### config.mk
export PLATFORM = sky130hd
export DESIGN_NAME = ddr_secure_filter
export DESIGN_NICKNAME = d
export VERILOG_FILES = /design/src/rtl/ddrsf_pkg.sv /design/src/rtl/ddrsf_regfile.sv /design/src/rtl/ddrsf_window_match.sv /design/src/rtl/ddrsf_check_fsm.sv /design/src/rtl/ddr_secure_filter.sv
export SDC_FILE = /design/constraint.sdc
export NUM_CORES = 1
export LEC_CHECK = 0
export BUFFER_PORTS_ARGS = -buffer_cell sky130_fd_sc_hd__buf_4
export CAP_MARGIN = 25
export CORE_MARGIN = 3
export CORE_UTILIZATION = 60
export CTS_CLUSTER_DIAMETER = 60
export CTS_CLUSTER_SIZE = 24
export DETAILED_ROUTE_END_ITERATION = 7
export GPL_TIMING_DRIVEN = 0
export PLACE_DENSITY = 0.79
export SLEW_MARGIN = 0
export SYNTH_ARGS = -nofsm -noshare
export SYNTH_HDL_FRONTEND = slang
export SYNTH_SLANG_ARGS = --single-unit
### constraint.sdc
create_clock -name clk -period 5.35 [get_ports clk]
set_input_delay 1.605 -clock clk [delete_from_list [all_inputs] [get_ports clk]]
set_output_delay 1.605 -clock clk [all_outputs]
set_load 0.01 [all_outputs]
### src/rtl/ddrsf_pkg.sv
package ddrsf_pkg;

    typedef enum logic [1:0] {
        ST_IDLE  = 2'd0,
        ST_PASS  = 2'd1,
        ST_BLOCK = 2'd2
    } chk_state_e;

    // Apply a half-word write whose per-bit enables sit in the upper half.
    function automatic logic [15:0] masked_update(input logic [15:0] old_val,
                                                  input logic [31:0] wword);
        logic [15:0] msk;
        msk = wword[31:16];
        return (old_val & ~msk) | (wword[15:0] & msk);
    endfunction

endpackage

### src/rtl/ddrsf_regfile.sv
module ddrsf_regfile
    import ddrsf_pkg::*;
#(
    parameter int NUM_WIN = 8,
    parameter int BOUND_W = 16,
    parameter int IDX_W   = 5
) (
    input  logic                              clk,
    input  logic                              rst_n,
    input  logic                              wr_en,
    input  logic                              wr_secure,
    input  logic [IDX_W-1:0]                  wr_idx,
    input  logic [31:0]                       wr_data,
    input  logic [IDX_W-1:0]                  rd_idx,
    output logic [31:0]                       rd_data,
    output logic [NUM_WIN-1:0][BOUND_W-1:0]   win_start,
    output logic [NUM_WIN-1:0][BOUND_W-1:0]   win_end,
    output logic [NUM_WIN-1:0]                win_en,
    output logic                              outside_sec,
    output logic                              bypass
);
    localparam int CTRL_W = NUM_WIN + 2;
    localparam int OUT_BIT = NUM_WIN;
    localparam int BYP_BIT = NUM_WIN + 1;
    localparam logic [IDX_W-1:0] CTRL_IDX = IDX_W'(2 * NUM_WIN);
    localparam logic [CTRL_W-1:0] CTRL_RST = CTRL_W'(1) << BYP_BIT;

    logic [NUM_WIN-1:0][BOUND_W-1:0] start_q, end_q;
    logic [CTRL_W-1:0] ctrl_q;
    logic wr_ok;

    assign wr_ok = wr_en && wr_secure;

    for (genvar i = 0; i < NUM_WIN; i++) begin : g_win
        logic [15:0] start_nx, end_nx;
        assign start_nx = masked_update(16'(start_q[i]), wr_data);
        assign end_nx   = masked_update(16'(end_q[i]), wr_data);
        always_ff @(posedge clk or negedge rst_n) begin
            if (!rst_n) begin
                start_q[i] <= '0;
                end_q[i]   <= '0;
            end else if (wr_ok) begin
                if (wr_idx == IDX_W'(i))
                    start_q[i] <= start_nx[BOUND_W-1:0];
                if (wr_idx == IDX_W'(i + NUM_WIN))
                    end_q[i] <= end_nx[BOUND_W-1:0];
            end
        end
    end

    logic [15:0] ctrl_nx;
    assign ctrl_nx = masked_update(16'(ctrl_q), wr_data);

    always_ff @(posedge clk or negedge rst_n) begin
        if (!rst_n)
            ctrl_q <= CTRL_RST;
        else if (wr_ok && wr_idx == CTRL_IDX)
            ctrl_q <= ctrl_nx[CTRL_W-1:0];
    end

    always_comb begin
        rd_data = '0;
        for (int i = 0; i < NUM_WIN; i++) begin
            if (rd_idx == IDX_W'(i))
                rd_data[BOUND_W-1:0] = start_q[i];
            if (rd_idx == IDX_W'(i + NUM_WIN))
                rd_data[BOUND_W-1:0] = end_q[i];
        end
        if (rd_idx == CTRL_IDX)
            rd_data[CTRL_W-1:0] = ctrl_q;
    end

    assign win_start   = start_q;
    assign win_end     = end_q;
    assign win_en      = ctrl_q[NUM_WIN-1:0];
    assign outside_sec = ctrl_q[OUT_BIT];
    assign bypass      = ctrl_q[BYP_BIT];

    // writes from a non-secure master leave the file untouched
    assert_ns_write_ignored_R4: assert property (@(posedge clk) disable iff (!rst_n)
        (wr_en && !wr_secure) |=> ($stable(start_q) && $stable(end_q) && $stable(ctrl_q)));

    // a write with an all-zero mask changes nothing
    assert_zero_mask_R3: assert property (@(posedge clk) disable iff (!rst_n)
        (wr_en && wr_data[31:16] == 16'h0) |=> ($stable(start_q) && $stable(end_q) && $stable(ctrl_q)));

endmodule

### src/rtl/ddrsf_window_match.sv
module ddrsf_window_match #(
    parameter int NUM_WIN = 8,
    parameter int BOUND_W = 16
) (
    input  logic [BOUND_W-1:0]              addr_mb,
    input  logic [NUM_WIN-1:0][BOUND_W-1:0] win_start,
    input  logic [NUM_WIN-1:0][BOUND_W-1:0] win_end,
    input  logic [NUM_WIN-1:0]              win_en,
    input  logic                            outside_sec,
    input  logic                            bypass,
    output logic                            is_secure
);
    logic [NUM_WIN-1:0] hit;

    // A reversed window (end below start) cannot satisfy both bounds.
    for (genvar i = 0; i < NUM_WIN; i++) begin : g_cmp
        assign hit[i] = (addr_mb >= win_start[i]) && (addr_mb <= win_end[i]);
    end

    logic in_secure_win, in_no_win;
    assign in_secure_win = |(hit & win_en);
    assign in_no_win     = ~(|hit);

    assign is_secure = !bypass && (in_secure_win || (outside_sec && in_no_win));

endmodule

### src/rtl/ddrsf_check_fsm.sv
module ddrsf_check_fsm
    import ddrsf_pkg::*;
#(
    parameter int ADDR_W = 36
) (
    input  logic              clk,
    input  logic              rst_n,
    input  logic              chk_valid,
    input  logic              chk_secure,
    input  logic              target_secure,
    input  logic [ADDR_W-1:0] chk_addr,
    output logic              res_valid,
    output logic              res_allow,
    output logic              err_pulse,
    output logic [ADDR_W-1:0] err_addr
);
    chk_state_e state_q, state_d;
    logic [ADDR_W-1:0] err_addr_q;

    always_comb begin
        if (!chk_valid)
            state_d = ST_IDLE;
        else if (!chk_secure && target_secure)
            state_d = ST_BLOCK;
        else
            state_d = ST_PASS;
    end

    always_ff @(posedge clk or negedge rst_n) begin
        if (!rst_n) begin
            state_q    <= ST_IDLE;
            err_addr_q <= '0;
        end else begin
            state_q <= state_d;
            if (state_d == ST_BLOCK)
                err_addr_q <= chk_addr;
        end
    end

    always_comb begin
        res_valid = 1'b0;
        res_allow = 1'b0;
        err_pulse = 1'b0;
        unique case (state_q)
            ST_IDLE: ;
            ST_PASS: begin
                res_valid = 1'b1;
                res_allow = 1'b1;
            end
            ST_BLOCK: begin
                res_valid = 1'b1;
                err_pulse = 1'b1;
            end
            default: ;
        endcase
    end

    assign err_addr = err_addr_q;

    // secure masters are never refused
    assert_secure_allowed_R10: assert property (@(posedge clk) disable iff (!rst_n)
        (chk_valid && chk_secure) |=> (res_valid && res_allow));

    // a verdict follows every request one cycle later
    assert_verdict_latency_R11: assert property (@(posedge clk) disable iff (!rst_n)
        chk_valid |=> res_valid);

    // no verdict without a request
    assert_no_spurious_R11: assert property (@(posedge clk) disable iff (!rst_n)
        !chk_valid |=> !res_valid);

    // the error pulse names the denied non-secure request's address
    assert_err_source_R11: assert property (@(posedge clk) disable iff (!rst_n)
        err_pulse |-> (!res_allow && $past(chk_valid) && !$past(chk_secure)
                       && err_addr == $past(chk_addr)));

endmodule

### src/rtl/ddr_secure_filter.sv
module ddr_secure_filter #(
    parameter int ADDR_W    = 36,
    parameter int NUM_WIN   = 8,
    parameter int GRAN_LOG2 = 20
) (
    input  logic              clk,
    input  logic              rst_n,
    input  logic              reg_wr,
    input  logic              reg_wsecure,
    input  logic [4:0]        reg_idx,
    input  logic [31:0]       reg_wdata,
    output logic [31:0]       reg_rdata,
    input  logic              chk_valid,
    input  logic              chk_secure,
    input  logic [ADDR_W-1:0] chk_addr,
    output logic              res_valid,
    output logic              res_allow,
    output logic              err_pulse,
    output logic [ADDR_W-1:0] err_addr
);
    localparam int BOUND_W = ADDR_W - GRAN_LOG2;
    localparam int IDX_W   = 5;

    logic [NUM_WIN-1:0][BOUND_W-1:0] win_start, win_end;
    logic [NUM_WIN-1:0] win_en;
    logic outside_sec, bypass, target_secure;

    ddrsf_regfile #(
        .NUM_WIN(NUM_WIN), .BOUND_W(BOUND_W), .IDX_W(IDX_W)
    ) regs_i (
        .clk(clk), .rst_n(rst_n),
        .wr_en(reg_wr), .wr_secure(reg_wsecure), .wr_idx(reg_idx),
        .wr_data(reg_wdata), .rd_idx(reg_idx), .rd_data(reg_rdata),
        .win_start(win_start), .win_end(win_end), .win_en(win_en),
        .outside_sec(outside_sec), .bypass(bypass)
    );

    ddrsf_window_match #(
        .NUM_WIN(NUM_WIN), .BOUND_W(BOUND_W)
    ) match_i (
        .addr_mb(chk_addr[ADDR_W-1:GRAN_LOG2]),
        .win_start(win_start), .win_end(win_end), .win_en(win_en),
        .outside_sec(outside_sec), .bypass(bypass),
        .is_secure(target_secure)
    );

    ddrsf_check_fsm #(
        .ADDR_W(ADDR_W)
    ) fsm_i (
        .clk(clk), .rst_n(rst_n),
        .chk_valid(chk_valid), .chk_secure(chk_secure),
        .target_secure(target_secure), .chk_addr(chk_addr),
        .res_valid(res_valid), .res_allow(res_allow),
        .err_pulse(err_pulse), .err_addr(err_addr)
    );

    // with bypass set nothing is refused
    assert_bypass_allows_R9: assert property (@(posedge clk) disable iff (!rst_n)
        (chk_valid && bypass) |=> res_allow);

endmodule

==> impl_summary.txt, run 1 <==
----------------------------------------------------
[Job]
  Number of max-capacitance violations reported ... 0

[Clock tree]
  Number of clock sinks seen by CTS ... between 300 and 400
  Depth of the CTS H-tree ... 1
  Clk root buf ... clkbuf_16
  Clock-pin slew on the worst setup and hold paths ... 0.07 ns
  Hold_buf cts ... 0
  CTS Buf Count ... 31
  Clock latency at the later pin of the worst-skew pair ... ~0.61 ns
  Buffer levels on the longest clock path ... 3
  TritonCTS clock tree ... yes

[Setup path]
  Number of gates on the worst path with buffers counted ... 12
  Required time of the critical path ... 3.74 ns
  Crit path DAT ... around 3.8 ns
  Setup crit start kind ... input port
  Cell-by-cell trace of the critical path ... buf_4, buf_8, nand2_8, buf_4, nor2_4, buf_4, clkbuf_4, a222oi_1, nand3_1, o21ai_0, nand2_1, buf_4
  Delay of the slowest cell on the worst path ... 0.36 ns
  Cell repeated most along the worst path ... buf_4
  Cell family contributing the most delay on the critical path ... buffers and inverters
  Critical path class ... in2out
  Worst reg2reg path depth ... 12
  Worst path slowest cell ... o21ai_0
  Crit. End Element ... primary output
  Buffer and inverter count on the worst path ... 6
  Largest fanout of any net on the critical path ... 10

[Power]
  Ratio of total power to cell area ... approximately 290 nW/um2
  Leakage ... around 0.011 uW
  Worst ir drop on vdd ... ~270 uV
  Total power consumption of the routed design ... between 6000 and 7000 uW

[STA]
  Period utilization ... 101%
  Fmax achieved ... approximately 0.19 GHz
  Min Clock Period, post-route ... between 5 and 6 ns
  Worst hold slack ... 0.507 ns
  Pins Over Slew Limit ... 0
  Fin. Hold Viols ... 0
  Setup repair after global routing missed its margin ... yes
  Setup violations, final ... 6
  Transition time at the pin with the least slew margin ... roughly 1 ns
  Worst setup margin ... -0.0486 ns
  Max-slew headroom ... ~34%
  Final Skew ... 0.0228 ns

[Synthesis]
  Cell count after synthesis ... 2,127
  Sequential area share after synthesis ... a little under two fifths
  Syn_area_per_cell ... 9.75 um2
  Number of enable flip-flop cells after synthesis ... 0
  Flip-flop and latch count after synthesis ... roughly 300
  Dominant synthesized flop cell ... dfrtp_1
  Count of warnings emitted by yosys ... 0
  Top cell type's share of synthesized area ... around 37%
  Post-synth ARST share ... 100%
  Number of unique standard cell types used by synthesis ... between 70 and 80
  Area of the mapped netlist ... approximately 21,000 um2
  Synth top area cells ... dfrtp_1 (37%), ha_1 (16%), mux2_2 (15%)
  Cell type with the largest total area after synthesis ... dfrtp_1

[Placement]
  HPWL Detailed ... approximately 52,000 um
  Pre-CTS worst setup slack ... -1.04 ns
  Area post-placement ... about 22,000 um2
  Number of placed instances with taps included ... approximately 2,700
  Port Buffer Count ... about 120
  Final weighted congestion of routability-driven global placement ... 1.00

[GRT]
  Via count of the first global-routing pass ... 17,900
  Global route total overflow ... 0
  Antenna violations before repair ... 0
  Global-route wire length before repair ... ~100,000 um
  Largest net degree at the start of global routing ... approximately 120
  Overall track demand over capacity in global routing ... a little under two fifths

[Floorplan]
  I/O Pins ... 150
  Starting Density ... roughly three fifths
  Count of standard-cell rows ... between 60 and 70
  Overall die area ... roughly 37,000 um2
  Area of the placeable core ... 33,800 um2
  Die Y-Extent ... roughly 190 um
  DIE WIDTH ... roughly 190 um

[Routing]
  Final routed wire length divided by cell count ... roughly 25 um
  Count of nets left with antenna violations after detail routing ... 0
  Detailed Routing Iterations Pass 1 ... 8
  Total routed wirelength ... 69,300 um
  DRC marker count from the first detailed-route iteration ... approximately 2,100
  Via count normalized by instance count ... 6.51
  Number of remaining DRC errors ... 4
  Vias after detailed routing ... between 15,000 and 20,000

[Final layout]
  Post-layout instance count excluding filler cells ... around 2,800
  Share of final-layout standard cells stronger than drive strength 1 ... about a quarter
  Non-Filler Cell Area, Final ... ~24,000 um2
  Synth-to-Final Area Change ... 16.3%
  Diodes inserted ... 0
  Final net count ... approximately 2,700

[Status]
  Violations in the final reports ... DRC, setup timing
  Run status ... finished, violations left

[Hold path]
  Class of the most critical hold timing path ... reg2reg
  Hold depth ... 1

----------------------------------------------------
==> final timing paths <==
kind,startpoint,endpoint,slack [ns]
max,reg_idx[1],reg_rdata[3],-0.05
min,flip-flop,flip-flop,0.51
max reg2reg,flip-flop,fsm_i.err_addr[17]$_DFFE_PN0N_,1.27
min reg2reg,flip-flop,flip-flop,0.51
max in group asynchronous,rst_n,async pin,2.85
min in group asynchronous,rst_n,fsm_i.err_addr[16]$_DFFE_PN0N_,1.02
==> layout by cell type, fill, tap and decap left out, types with 9 or more instances in the layout <==
master / netlist / final
inv_1: 250 / 250
a31oi_1: 12 / 9
a21oi_1: 83 / 82
conb_1: 1 / 16
nand4_1: 42 / 42
a211oi_1: 19 / 14
nor2_4: 0 / 12
o21ai_0: 44 / 40
mux2_2: 273 / 273
a222oi_1: 21 / 21
a21o_1: 15 / 15
buf_4: 16 / 150
mux2_4: 29 / 29
buf_6: 0 / 9
nand3_1: 42 / 39
a221oi_1: 31 / 27
clkinv_8: 0 / 9
clkbuf_16: 0 / 31
clkbuf_1: 78 / 61
nor2_1: 65 / 46
o22ai_1: 13 / 12
nor2b_1: 16 / 14
a22oi_1: 38 / 38
o211ai_1: 10 / 10
o21a_1: 10 / 10
ha_1: 258 / 258
nand2_1: 337 / 326
dfrtp_1: 303 / 303
==> synthesized netlist by cell type (13+ instances only) <==
master,count
ha_1,258
dfrtp_1,303
a21o_1,15
nand2_1,337
clkbuf_1,78
mux2_2,273
inv_1,250
nor2_1,65
mux2_4,29
nor2b_1,16
o21ai_0,44
a22oi_1,38
nand3_1,42
a211oi_1,19
o22ai_1,13
nand4_1,42
a221oi_1,31
buf_4,16
a222oi_1,21
a21oi_1,83
==> cell type report <==
cell class	instances	area, um2
Sequential cell	304	7610
Tap cell	448	561
Clock inverter	26	335
Fill cell	2494	9660
Multi-Input combinational cell	1485	12200
Clock buffer	31	776
Timing Repair Buffer	148	1200
Inverter	250	938
Buffer	100	551
==> layer usage <==
| layer | track usage [%] | vias up | share of wire, % |
|---|---|---|---|
| li1 | - | 7935 | - |
| met4 | 19.2 | 0 | 6.3 |
| met5 | 0 | - | 0 |
| met2 | 58.7 | 1064 | 45 |
| met3 | 6.42 | 254 | 10 |
| met1 | 48.3 | 8918 | 39 |
==> kinds of logic (layout without fill, tap and decap cells) <==
family | count (synthesis) | in the layout | share of synthesized area, %
compound gates | 355 | 355 | 12.2
buf+inv | 353 | 555 | 6.91
xor+xnor | 1 | 1 | 0.0422
fa+ha+maj | 258 | 258 | 15.6
other cells | 1 | 16 | 0.0181
mux | 302 | 302 | 16.9
simple gates | 553 | 553 | 11.7
flops | 304 | 304 | 36.7
==> per-stage QoR <==
step | TNS, ns | utilization (%)
5_1_grt | -0.503 | 71.4
3_3_place_gp | -36.79 | 65.8
6_report | -0.109 | 71.4
4_1_cts | -0.0525 | 70.6
2_1_floorplan | 0 | -
3_5_place_dp | -16.73 | 66.2
==> what timing repair did <==
action / 4_1_cts / 5_1_grt
endpoints found under the hold margin: 0 / 0
resized for setup: 87 / 55
pin swaps: 22 / 17
cloned: 0 / 0
setup endpoints to repair: 16 / 16
buffers inserted: 13 / 10
==> power breakdown <==
group	switching [uW]	total (uW)	leakage, uW	internal (uW)
clock	1180	2380	0.000534	1190
combinational	878	1700	0.00624	827
sequential	240	2840	0.00409	2600
Power figures use the tool's default switching activity.
==> inputs of run 2 (changes only) <==
--- a/config.mk
+++ b/config.mk
@@ -7,14 +7,15 @@
 export LEC_CHECK = 0
 export BUFFER_PORTS_ARGS = -buffer_cell sky130_fd_sc_hd__buf_4
 export CAP_MARGIN = 25
-export CORE_MARGIN = 3
-export CORE_UTILIZATION = 60
+export CORE_MARGIN = 2
+export CORE_UTILIZATION = 56
 export CTS_CLUSTER_DIAMETER = 60
 export CTS_CLUSTER_SIZE = 24
 export DETAILED_ROUTE_END_ITERATION = 7
 export GPL_TIMING_DRIVEN = 0
-export PLACE_DENSITY = 0.79
+export PLACE_DENSITY = 0.78
 export SLEW_MARGIN = 0
 export SYNTH_ARGS = -nofsm -noshare
 export SYNTH_HDL_FRONTEND = slang
+export SYNTH_HIERARCHICAL = 1
 export SYNTH_SLANG_ARGS = --single-unit
==> constraint.sdc (replaced) <==
create_clock -name clk -period 4.5 [get_ports clk]
set_input_delay 1.35 -clock clk [delete_from_list [all_inputs] [get_ports clk]]
set_output_delay 1.35 -clock clk [all_outputs]
set_load 0.01 [all_outputs]
==> run 2 against run 1 <==
Clock power rose by 28%. Critical path type unchanged. Combinational power rose by 36%. Clock-buffer cell count rose by 9. Clock skew fell by 0.0071 ns. Core utilization fell by 3.1 points. Power rose by 26%. First-iteration DRC count rose by 3.5%. Critical path depth fell by 3. Cell area rose by 12%. Largest cell class unchanged. Non-clock buffer count rose by 66. The run ends with setup timing left. Worst hold slack improved by 0.0022 ns. Final cell count rose by 13%.
==> impl_summary.txt, run 2 <==
----------------------------------------------------
[Status]
  Run status ... finished, violations left
  Violations in the final reports ... setup timing

[Clock tree]
  Buffer levels on the longest clock path ... 3 (unchanged)
  Depth of the CTS H-tree ... 2 (+1)
  Clock latency at the later pin of the worst-skew pair ... 0.58 ns (-0.03 ns)
  Clk root buf ... clkbuf_16
  Clock-pin slew on the worst setup and hold paths ... 0.06 ns (about the same)
  Number of clock sinks seen by CTS ... 304 (unchanged)
  Hold_buf cts ... 0 (unchanged)
  CTS Buf Count ... 36 (+16%)
  TritonCTS clock tree ... yes

[STA]
  Pins Over Slew Limit ... 0 (unchanged)
  Fin. Hold Viols ... 0 (unchanged)
  Period utilization ... 103%
  Fmax achieved ... ~0.22 GHz
  Worst setup margin ... -0.114 ns (-0.0650 ns)
  Min Clock Period, post-route ... 4.61 ns
  Setup repair after global routing missed its margin ... yes
  Transition time at the pin with the least slew margin ... 1.11 ns (+0.129 ns)
  Setup violations, final ... 7 (+1)
  Final Skew ... 0.0157 ns (-0.00711 ns)
  Max-slew headroom ... 26.0% (-8.4 points)

[Synthesis]
  Number of unique standard cell types used by synthesis ... 90 (+23%)
  Count of warnings emitted by yosys ... 6 (+6)
  Post-synth ARST share ... 100% (unchanged)
  Area of the mapped netlist ... 22,300 um2 (+7.3%)
  Number of enable flip-flop cells after synthesis ... 0 (unchanged)
  Synth Area in XOR/XNOR ... 0% (-0.042 points)
  Syn_area_per_cell ... 9.41 um2 (-3.5%)
  Dominant combinational cell family by area after synthesis ... multiplexers
  Portion of netlist area occupied by mux cells ... 16.4% (-0.47 points)
  Fraction of the mapped netlist area in compound gates ... 12.3% (+0.11 points)
  Flip-flop and latch count after synthesis ... 304 (unchanged)
  Top cell type's share of synthesized area ... 34.1% (-2.5 points)
  Leading post-synthesis cells by instance count ... nand2_1 (361), dfrtp_1 (303), inv_1 (265), ha_1 (258), mux2_2 (255)
  Dominant synthesized flop cell ... dfrtp_1
  Area share of and/or/nand/nor cells after synthesis ... 14.9% (+3.2 points)
  Synth top area cells ... dfrtp_1 (34%), ha_1 (15%), mux2_2 (13%)
  Cell type with the largest total area after synthesis ... dfrtp_1
  Sequential area share after synthesis ... 34.2% (-2.5 points)
  Most frequent cell after synthesis ... nand2_1
  Cell count after synthesis ... 2,364 (+11%)
  Adder and majority gate portion of the synthesized area ... 14.5% (-1.1 points)

[Floorplan]
  Starting Density ... 56.4% (-5.0 points)
  I/O Pins ... 150 (unchanged)
  Overall die area ... 41,400 um2 (+12%)
  Area of the placeable core ... 39,500 um2 (+17%)
  DIE WIDTH ... 203 um (+5.9%)
  Count of standard-cell rows ... 73 (+9.0%)
  Die Y-Extent ... 203 um (+5.9%)

[Placement]
  Final weighted congestion of routability-driven global placement ... 1.03 (+2.9%)
  Port Buffer Count ... 117 (unchanged)
  HPWL Detailed ... 62,200 um (+19%)
  Pre-CTS worst setup slack ... -1.04 ns (-0.00123 ns)

[Setup path]
  Crit. End Element ... primary output
  Setup crit start kind ... input port
  Critical path class ... in2out
  Crit path DAT ... 3.26 ns (-0.53 ns)
  Required time of the critical path ... 3.15 ns (-0.59 ns)
  Largest fanout of any net on the critical path ... 10 (unchanged)

[Routing]
  Number of remaining DRC errors ... 0 (-4)
  Count of nets left with antenna violations after detail routing ... 0 (unchanged)
  DRC marker count from the first detailed-route iteration ... 2,197 (+3.5%)
  Final routed wire length divided by cell count ... 26.9 um (+8.4%)
  Total routed wirelength ... 84,800 um (+22%)
  Detailed Routing Iterations Pass 1 ... 6 (-2)
  Via count normalized by instance count ... 6.51 (about the same)
  Vias after detailed routing ... 20,500 (+13%)

[GRT]
  Largest net degree at the start of global routing ... 94 (-20%)
  Antenna violations before repair ... 2 (+2)
  Overall track demand over capacity in global routing ... 40.9% (+4.0 points)
  Global-route wire length before repair ... 125,000 um (+21%)
  Via count of the first global-routing pass ... 20,200 (+13%)
  Global route total overflow ... 0 (unchanged)

[Job]
  Number of max-capacitance violations reported ... 0 (unchanged)

[Final layout]
  Share of final-layout standard cells stronger than drive strength 1 ... 28.8% (+2.4 points)
  Core occupancy in the finished layout ... 68.3% (-3.1 points)
  Synth-to-Final Area Change ... 21.1%
  Final net count ... 2,936 (+11%)
  Most frequent cells in the layout ... nand2_1 (351), dfrtp_1 (303), inv_1 (263), ha_1 (258), mux2_2 (254)
  Most common cell after layout, fill and taps aside ... nand2_1

[Power]
  Leakage ... 0.0122 uW (+12%)
  Ratio of total power to cell area ... 324 nW/um2 (+13%)
  Worst ir drop on vdd ... 365 uV (+34%)
  Total power consumption of the routed design ... 8740 uW (+26%)

[Hold path]
  Class of the most critical hold timing path ... reg2reg

----------------------------------------------------
[run 2: layout make-up]
type                            count  area, um2
Antenna cell                        1       2.50
Clock inverter                     24        270
Multi-Input combinational cell   1678      13700
Clock buffer                       40        937
Fill cell                        3091      12500
Sequential cell                   304       7610
Tap cell                          525        657
Timing Repair Buffer              185       1780
Buffer                            129       1040
Inverter                          265       1000
[run 2: kinds of logic (layout without fill, tap and decap cells)]
kind of cell	after synthesis	in the layout
multiplexers	314	314
flip-flops	304	304
adder cells (fa/ha/maj)	258	258
AO/OA/AOI/OAI	418	418
other	1	17
AND/OR/NAND/NOR	672	672
buffers and inverters	397	643
[run 2: worst paths after layout]
path | endpoint | slack [ns] | from | cells after the start
max | reg_rdata[6] | -0.11 | reg_idx[0] | 9
min | fsm_i/err_addr[28]$_DFFE_PN0N_ | 0.51 | fsm_i/err_addr[28]$_DFFE_PN0N_ | 1
max reg2reg | fsm_i/err_addr[35]$_DFFE_PN0N_ | 0.71 | flip-flop | 14
min reg2reg | fsm_i/err_addr[28]$_DFFE_PN0N_ | 0.51 | fsm_i/err_addr[28]$_DFFE_PN0N_ | 1
max in group asynchronous | async pin | 2.86 | rst_n | 2
min in group asynchronous | fsm_i/err_addr[24]$_DFFE_PN0N_ | 0.72 | rst_n | 1
[run 2: what timing repair did]
action	4_1_cts	5_1_grt
gates cloned	4	0
endpoints found under the setup margin	53	51
resized for setup	227	66
pin swaps	35	24
setup buffers	51	10
[run 2: worst max-delay path, stage by stage]
cell	delay, ns
buf_16	0.14
buf_12	0.14
buf_12	0.14
and2_2	0.23
nor3_4	0.37
nor4_4	0.10
o211ai_1	0.26
a41oi_2	0.29
buf_4	0.22
[run 2: report_power, final]
group	total [uW]	internal [uW]	switching (uW)
Sequential	3390	3080	303
Clock	3040	1640	1400
Combinational	2310	1100	1210
Total	8740	5830	2910
[run 2: per-stage QoR]
| step | hold slack (ns) | TNS, ns | cell area, um2 | instances |
|---|---|---|---|---|
| 2_1_floorplan | 0.478 | 0 | 22300 | 2379 |
| 3_3_place_gp | 0.489 | -238.55 | 23800 | 3021 |
| 3_5_place_dp | 0.494 | -47.06 | 23900 | 3024 |
| 4_1_cts | 0.512 | 0 | 26600 | 3140 |
| 5_1_grt | 0.524 | -0.406 | 27000 | 3151 |
| 6_report | 0.509 | -0.332 | 27000 | 3151 |
[run 2: per-layer routing]
metal,share of wire (%),track usage (%),vias to the layer above
li1,-,-,8823
met1,37,50.3,9971
met2,44,63.8,1347
met3,11,9.30,367
met4,8.2,28.5,0
met5,0,0,-
